===== src/rtl/uart_rx_pkg.sv =====
package uart_rx_pkg;
  typedef enum logic [1:0] {
    ST_IDLE  = 2'd0,
    ST_START = 2'd1,
    ST_BITS  = 2'd2,
    ST_STOP  = 2'd3
  } rx_state_e;
endpackage


===== src/rtl/uart_rx_sync.sv =====
module uart_rx_sync #(
  parameter int STAGES = 2
) (
  input  logic clk,
  input  logic rst_n,
  input  logic d_in,
  output logic d_out
);
  logic [STAGES-1:0] ff_q;
  logic [STAGES-1:0] ff_d;

  always_comb ff_d = {ff_q[STAGES-2:0], d_in};

  always_ff @(posedge clk or negedge rst_n) begin
    if (!rst_n) ff_q <= '1;
    else        ff_q <= ff_d;
  end

  assign d_out = ff_q[STAGES-1];
endmodule


===== src/rtl/uart_rx_frame.sv =====
module uart_rx_frame
  import uart_rx_pkg::*;
#(
  parameter int OVS    = 16,
  parameter int DATA_W = 9
) (
  input  logic              clk,
  input  logic              rst_n,
  input  logic              tick,
  input  logic              active,
  input  logic              line,
  input  logic              len_full,
  output logic              word_vld,
  output logic [DATA_W-1:0] word
);
  localparam int CW = $clog2(OVS);
  localparam int IW = $clog2(DATA_W + 1);
  localparam logic [CW-1:0] MID_L = CW'(OVS / 2 - 1);
  localparam logic [CW-1:0] END_L = CW'(OVS - 1);

  rx_state_e         state_q, state_d;
  logic [CW-1:0]     cnt_q, cnt_d;
  logic [IW-1:0]     idx_q, idx_d;
  logic [DATA_W-1:0] sh_q, sh_d;
  logic              prev_q, prev_d;
  logic              vld_q, vld_d;
  logic [IW-1:0]     last_idx;

  assign last_idx = len_full ? IW'(DATA_W - 1) : IW'(DATA_W - 2);

  always_comb begin
    state_d = state_q;
    cnt_d   = cnt_q;
    idx_d   = idx_q;
    sh_d    = sh_q;
    prev_d  = prev_q;
    vld_d   = 1'b0;
    if (!active) begin
      state_d = ST_IDLE;
      cnt_d   = '0;
      prev_d  = 1'b1;
    end else if (tick) begin
      prev_d = line;
      cnt_d  = cnt_q + 1'b1;
      unique case (state_q)
        ST_IDLE: begin
          cnt_d = '0;
          if (prev_q && !line) state_d = ST_START;
        end
        ST_START: begin
          if (cnt_q == MID_L) begin
            cnt_d   = '0;
            idx_d   = '0;
            state_d = line ? ST_IDLE : ST_BITS;
          end
        end
        ST_BITS: begin
          if (cnt_q == END_L) begin
            sh_d  = {line, sh_q[DATA_W-1:1]};
            idx_d = idx_q + 1'b1;
            if (idx_q == last_idx) state_d = ST_STOP;
          end
        end
        ST_STOP: begin
          if (cnt_q == END_L) begin
            vld_d   = 1'b1;
            state_d = ST_IDLE;
          end
        end
        default: state_d = ST_IDLE;
      endcase
    end
  end

  always_ff @(posedge clk or negedge rst_n) begin
    if (!rst_n) begin
      state_q <= ST_IDLE;
      cnt_q   <= '0;
      idx_q   <= '0;
      sh_q    <= '0;
      prev_q  <= 1'b1;
      vld_q   <= 1'b0;
    end else begin
      state_q <= state_d;
      cnt_q   <= cnt_d;
      idx_q   <= idx_d;
      sh_q    <= sh_d;
      prev_q  <= prev_d;
      vld_q   <= vld_d;
    end
  end

  assign word_vld = vld_q;
  assign word     = len_full ? sh_q : {1'b0, sh_q[DATA_W-1:1]};
endmodule


===== src/rtl/uart_rx_hold.sv =====
module uart_rx_hold #(
  parameter int DATA_W = 9
) (
  input  logic              clk,
  input  logic              rst_n,
  input  logic              word_vld,
  input  logic [DATA_W-1:0] word,
  input  logic              stat_rd,
  input  logic              data_rd,
  input  logic              rxne_clr,
  output logic [DATA_W-1:0] data,
  output logic              rxne,
  output logic              ore
);
  logic [DATA_W-1:0] data_q, data_d;
  logic              rxne_q, rxne_d;
  logic              ore_q, ore_d;
  logic              armed_q, armed_d;
  logic              rxne_left;

  always_comb begin
    data_d    = data_q;
    ore_d     = ore_q;
    armed_d   = armed_q;
    rxne_left = rxne_q & ~data_rd & ~rxne_clr;
    rxne_d    = rxne_left;
    if (data_rd) begin
      if (armed_q) ore_d = 1'b0;
      armed_d = 1'b0;
    end
    if (stat_rd) armed_d = 1'b1;
    if (word_vld) begin
      if (rxne_left) begin
        ore_d = 1'b1;
      end else begin
        data_d = word;
        rxne_d = 1'b1;
      end
    end
  end

  always_ff @(posedge clk or negedge rst_n) begin
    if (!rst_n) begin
      data_q  <= '0;
      rxne_q  <= 1'b0;
      ore_q   <= 1'b0;
      armed_q <= 1'b0;
    end else begin
      data_q  <= data_d;
      rxne_q  <= rxne_d;
      ore_q   <= ore_d;
      armed_q <= armed_d;
    end
  end

  assign data = data_q;
  assign rxne = rxne_q;
  assign ore  = ore_q;
endmodule


===== src/rtl/uart_rx_dbuf.sv =====
module uart_rx_dbuf #(
  parameter int OVS    = 16,
  parameter int DATA_W = 9
) (
  input  logic              clk,
  input  logic              rst_n,
  input  logic              os_tick,
  input  logic              rx_pin,
  input  logic              blk_en,
  input  logic              rx_en,
  input  logic              len9,
  input  logic              irq_en,
  input  logic              stat_rd,
  input  logic              data_rd,
  input  logic              rxne_clr,
  output logic [DATA_W-1:0] rx_word,
  output logic              rxne,
  output logic              ore,
  output logic              irq
);
  logic              line_s;
  logic              active;
  logic              word_vld;
  logic [DATA_W-1:0] word;

  assign active = blk_en & rx_en;

  uart_rx_sync #(.STAGES(2)) i_sync (
    .clk   (clk),
    .rst_n (rst_n),
    .d_in  (rx_pin),
    .d_out (line_s)
  );

  uart_rx_frame #(.OVS(OVS), .DATA_W(DATA_W)) i_frame (
    .clk      (clk),
    .rst_n    (rst_n),
    .tick     (os_tick),
    .active   (active),
    .line     (line_s),
    .len_full (len9),
    .word_vld (word_vld),
    .word     (word)
  );

  uart_rx_hold #(.DATA_W(DATA_W)) i_hold (
    .clk      (clk),
    .rst_n    (rst_n),
    .word_vld (word_vld),
    .word     (word),
    .stat_rd  (stat_rd),
    .data_rd  (data_rd),
    .rxne_clr (rxne_clr),
    .data     (rx_word),
    .rxne     (rxne),
    .ore      (ore)
  );

  assign irq = irq_en & (rxne | ore);
endmodule


===== config.mk =====
export PLATFORM = sky130hd
export DESIGN_NAME = uart_rx_dbuf
export DESIGN_NICKNAME = d
export VERILOG_FILES = /design/src/rtl/uart_rx_pkg.sv /design/src/rtl/uart_rx_sync.sv /design/src/rtl/uart_rx_frame.sv /design/src/rtl/uart_rx_hold.sv /design/src/rtl/uart_rx_dbuf.sv
export SDC_FILE = /design/constraint.sdc
export NUM_CORES = 1
export LEC_CHECK = 0
export ABC_AREA = 1
export BUFFER_PORTS_ARGS = -buffer_cell sky130_fd_sc_hd__buf_2
export CAP_MARGIN = 30
export CELL_PAD_IN_SITES_DETAIL_PLACEMENT = 0
export CELL_PAD_IN_SITES_GLOBAL_PLACEMENT = 1
export CORE_MARGIN = 3
export CORE_UTILIZATION = 42
export CTS_CLUSTER_DIAMETER = 120
export CTS_CLUSTER_SIZE = 14
export DETAILED_ROUTE_END_ITERATION = 8
export MAX_ROUTING_LAYER = met4
export PLACE_DENSITY = 0.86
export SETUP_SLACK_MARGIN = 0.3
export SLEW_MARGIN = 20
export SYNTH_ARGS = -nofsm -noshare
export SYNTH_HDL_FRONTEND = slang
export SYNTH_HIERARCHICAL = 1
export SYNTH_SLANG_ARGS = --single-unit

===== constraint.sdc =====
create_clock -name clk -period 1.6 [get_ports clk]
set_input_delay 0.16 -clock clk [delete_from_list [all_inputs] [get_ports clk]]
set_output_delay 0.16 -clock clk [all_outputs]
set_load 0.01 [all_outputs]

# Yosys cells after proc, flatten, opt, wreduce, memory -nomap -nowiden
# Index checks and enable logic that the tools add are counted.
# Widths: inputs -> output; s select.
dict set report word_totals {
  reg_bits 35
  out_inout_bits 12
  elab_cells 75
}
dict set report classes {
  n_bitwise 8
  eq_ne 14
  muxes 31
  add_sub_neg 2
  reduce_logical 9
}
# cell n
set ops {}
lappend ops {{$mux 4} 6}
lappend ops {{$mux 2} 8}
lappend ops {{$pmux 4 s2} 2}
lappend ops {{$ne 3x3->1 const B} 5}
lappend ops {{$mux 1} 13}
lappend ops {{$mux 9} 1}
lappend ops {{$add 4x1->4 const B} 2}
lappend ops {{$pmux 2 s4} 1}
lappend ops {{$reduce_and 6->1} 1}
lappend ops {{$reduce_and 5->1} 1}
lappend ops {{$and 1x1->1} 4}
lappend ops {{$eq 2x2->1 const B} 2}
lappend ops {{$eq 4x3->1 const B} 1}
lappend ops {{$eq 4x4->1} 1}
lappend ops {{$eq 4x4->1 const B} 1}
lappend ops {{$ne 2x1->1 const B} 2}
lappend ops {{$reduce_and 4->1} 1}
lappend ops {{$reduce_bool 2->1} 2}
lappend ops {{$not 1->1} 3}
lappend ops {{$eq 2x1->1 const B} 1}
lappend ops {{$logic_not 2->1} 1}
lappend ops {{$ne 2x2->1 const B} 1}
lappend ops {{$reduce_and 2->1} 1}
lappend ops {{$logic_and 1x1->1} 1}
lappend ops {{other kinds (2)} 2}

# Logic depth before layout (Yosys ltp)
dict set report logic_depth {
  depth_word 7
  depth_mapped 8
  depth_no_buf 8
}

# Modules after synthesis
# Netlist, hierarchy kept.
# mod instances cells_each seq_area_each_um2 area_each_um2
set by_module_without_submodules {}
lappend by_module_without_submodules {uart_rx_frame 1 147 526.8 1161.1}
lappend by_module_without_submodules {uart_rx_hold 1 51 300.3 491.7}
lappend by_module_without_submodules {uart_rx_sync 1 2 52.6 52.6}
lappend by_module_without_submodules {uart_rx_dbuf 1 5 0.0 18.8}

# Least setup slack after synthesis
# OpenSTA, ideal clock, no wires.
dict set report synth_timing {
  kind {register to register}
  start {reg i_frame.cnt_q[0]}
  end {reg i_frame.sh_q[8]}
  n_path_buf 1
  setup_time_ns 0.119
  t_required_ns 1.481
  path_slack_ns 0.275
  path_stages_with_launch 8
  arrival_ns 1.206
  path_cell_list {dfrtp_1 > ha_1 > nand3_1 > nor2_4 > nand2_4 > buf_6 > nand2_2 > o21ai_2}
}
dict set report synth_between {
  elab_chain_cells 2
}
# item line_no
set synth_rtl {}
lappend synth_rtl {{start, declared} uart_rx_frame.sv:22} ;# logic [CW-1:0] cnt_q, cnt_d;
lappend synth_rtl {{start signal, assigned} uart_rx_frame.sv:85} ;# cnt_q <= cnt_d;
lappend synth_rtl {{$eq 4x4->1} uart_rx_frame.sv:58} ;# if (cnt_q == END_L) begin
lappend synth_rtl {{$reduce_and 4->1 (no source line)} --}
lappend synth_rtl {{end signal, assigned} uart_rx_frame.sv:80} ;# sh_q <= '0;
lappend synth_rtl {{end signal, assigned} uart_rx_frame.sv:87} ;# sh_q <= sh_d;
lappend synth_rtl {{end, declared} uart_rx_frame.sv:24} ;# logic [DATA_W-1:0] sh_q, sh_d;
# Every way passes these cells.
# A chain may end at the register's enable or synchronous reset.

# Final worst setup path
dict set report layout_timing {
  start {reg i_frame.cnt_q[0]}
  end {reg i_frame.sh_q[5]}
}
# The elaborated chain is that of the path after synthesis.

==> impl_metrics.csv <==
group,metric,value,unit
sta,fin_worst_skew,0.006751,ns
finish,final_common_cell,"nand2_1",
sta,setup_viol,0,
pwr,p_per_area,819.7,nW/um2
setup_path,cp.required,1.77,ns
global_routing,grt_first_pass_wirelength,5644,um
sta,slew_headroom,70.05,%
finish,antenna_cells,0,
drt,avgRoutedWirePerCell,11.57,um
sta,period_share,84.65,%
die,die_area,4910,um2
global_routing,antenna_found_initial,0,
drt,routed-via-count,1404,
drt,first_pass_iters,4,
finish,drive_gt1_share,31.69,%
die,ios,23,
synth,avgSynthCellArea,8.411,um2
synth,syn_area,1724,um2
setup_path,worstPathMaxFanout,9,
synth,yosysSeqAreaShare,51.02,%
global_routing,overflow,0,
pwr,vdd_drop_max,0.0006079,V
die,die_h,70.07,um
global_routing,first_global_vias,1266,
clock_network,clkLatencyLatePin,0.28,ns
pwr,finalPower,1.754,mW
synth,netlist.area_leader.share,46.44,%
sta,maxClockFrequency,0.7383,GHz
sta,rsz0062_at_grt,"yes",
die,initial_core_util,45.39,%
synth,synthCells,205,
setup_path,arrival,1.53,ns
synth,synth_top_area_cell,"dfrtp_1",
clock_network,cts_made_buffers,5,
global_routing,grtUsageTotal,14.86,%
drt,via_per_inst,4.825,
die,row_count,22,
clock_network,clk_pin_slew_worst_paths,0.07,ns
placement,gp_congestion,0.7986,
drt,drc_errors,0,
synth,synth.distinct_cells,27,
synth,synthTopCellsByArea,"dfrtp_1 (46%), nand2_1 (12%), inv_1 (5.4%)",
min_path,hold_path_class,"primary input to register",
clock_network,root_buffer,"clkbuf_8",
sta,report.final.slew_viol_count,0,
clock_network,htreeDepth,2,
setup_path,end_kind,"register",
placement,port_buffers,22,
clock_network,clkSinkCount,35,
setup_path,worstSetupPathType,"register to register",
finish,seqCellArea,880.8,um2
finish,syn_to_final_growth,24.09,%
clock_network,cts_tree,"built",
drt,drtIter0Drc,87,
finish,multi_input_area,802.0,um2
finish,num-fill-cells,361,
drt,drtAntennaViolNets,0,
sta,finalHoldViolCount,0,
sta,tightest_slew,0.4488,ns
synth,syn_nets,218,
clock_network,cts_max_path_buffers,2,
setup_path,start_kind,"register",
pwr,power_leakage,1.059,nW
finish,final_cell_mix,"nand2_1 (55), dfrtp_1 (31), inv_1 (24)",
synth,ys_seq_elements,35,
sta,period_minus_slack,1.354,ns
finish,fin_nets,255,
run_status,status,"complete, no violations",
placement,place_hpwl,2131,um
die,core,3799,um2
drt,wirelength,3367,um
global_routing,grt_max_degree,36,
synth,ys_warn_count,6,
run,cap_violations,0,
sta,finalSetupTns,0,ns
die,die_w,70.07,um
routing by layer:
metal | track usage, % | wire, um | vias up | share of wire (%)
met3 | 5.324 | 172 | 2 | 5.1
met4 | 4.468 | 24 | 0 | 0.71
met2 | 22.56 | 1671 | 32 | 50
li1 | - | - | 726 | -
met1 | 18.65 | 1498 | 644 | 44
met5 | - | 0 | - | 0
cell type report:
type / instances / area share [%]
tap: 48 / 2.807
inverter: 27 / 4.737
sequential: 35 / 41.17
multi-input combinational: 140 / 37.49
clock inverter: 2 / 0.5848
clock buffer: 6 / 3.392
timing repair buffer: 33 / 9.825
worst paths after layout:
path	slack, ns	endpoint	start	depth (start not counted)
worst max-delay path	0.25	i_frame/sh_q[5]$_DFFE_PN0P_	i_frame/cnt_q[0]$_DFFE_PN0N_	7
max in group asynchronous	0.82	i_sync/ff_q[0]$_DFF_PN1_	rst_n	3
worst min register to register	0.36	i_sync/ff_q[1]$_DFF_PN1_	i_sync/ff_q[0]$_DFF_PN1_	0
worst min-delay path	0.07	i_hold/armed_q$_DFFE_PN0P_	stat_rd	2
min in group asynchronous	0.44	i_frame/cnt_q[1]$_DFFE_PN0N_	rst_n	3
worst max register to register	0.25	i_frame/sh_q[5]$_DFFE_PN0P_	i_frame/cnt_q[0]$_DFFE_PN0N_	7
Yosys cell counts:
master,n
xor2_1,2
nand3_1,15
clkbuf_1,2
nor2_4,2
nand2_2,3
dfrtp_1,32
nor2_2,3
nand2_4,1
buf_4,1
a32o_1,1
nand3_2,2
o21ai_2,9
nor4_1,1
a21oi_1,4
buf_6,2
nor3_1,1
inv_1,25
or2_2,1
nor2_1,14
o21bai_1,1
o21ai_1,1
nand4_1,1
nand2_1,57
ha_1,2
inv_2,2
dfstp_2,3
o21ai_0,17
per-stage QoR:
stage          cells  util, %  worst slack, ns  hold WS [ns]  area (um2)
6_report         291    56.32           0.2456       0.06743        2140
5_1_grt          291    56.32           0.1754       0.05514        2140
4_1_cts          288    55.14           0.2886       0.06138        2095
3_5_place_dp     271    49.21           0.1505        0.2220        1869
3_3_place_gp     271    49.21           0.1778        0.2230        1869
2_1_floorplan    205        -           0.3334       -0.1356        1729
cells by family after synthesis:
family | synth area share [%]
XOR/XNOR | 1.016
AO/OA/AOI/OAI | 11.97
buffers and inverters | 8.056
AND/OR/NAND/NOR | 26.49
flip-flops | 51.02
adder cells (fa/ha/maj) | 1.451
flip-flops by register name, indices dropped and copies added (netlist names):
signal / count
i_hold/ore: 1
i_sync/ff_q: 2
i_hold/armed_q: 1
i_frame/sh_q: 9
i_frame/word_vld: 1
i_hold/rxne: 1
i_hold/data: 9
i_frame/prev_q: 1
i_frame/idx_q: 4
i_frame/cnt_q: 4
i_frame/state_q: 2
what timing repair did:
| item | in CTS | in global routing |
|---|---|---|
| gates resized for setup | 13 | 7 |
| hold endpoints to repair | 33 | 0 |
| hold buffers | 2 | 0 |
| buffers inserted | 5 | 3 |
| setup endpoints to repair | 18 | 18 |
| cloned | 2 | 0 |
| pin swaps | 3 | 6 |
where the power goes:
group          total (mW)  switching [mW]  leakage (nW)  internal [mW]
Sequential          0.950          0.0281         0.460          0.922
Combinational       0.190           0.115         0.558         0.0744
Clock               0.614           0.310        0.0412          0.304
Total                1.75           0.454          1.06           1.30
critical path, stage by stage (launching register included):
cell and delay, ns:
dfrtp_1 0.41, ha_4 0.20, nand3_4 0.10, nor2_4 0.18, buf_12 0.14, nand2_8 0.07
nand2_1 0.10, o21ai_2 0.05
Note: power is estimated with default switching activity, not from simulation.
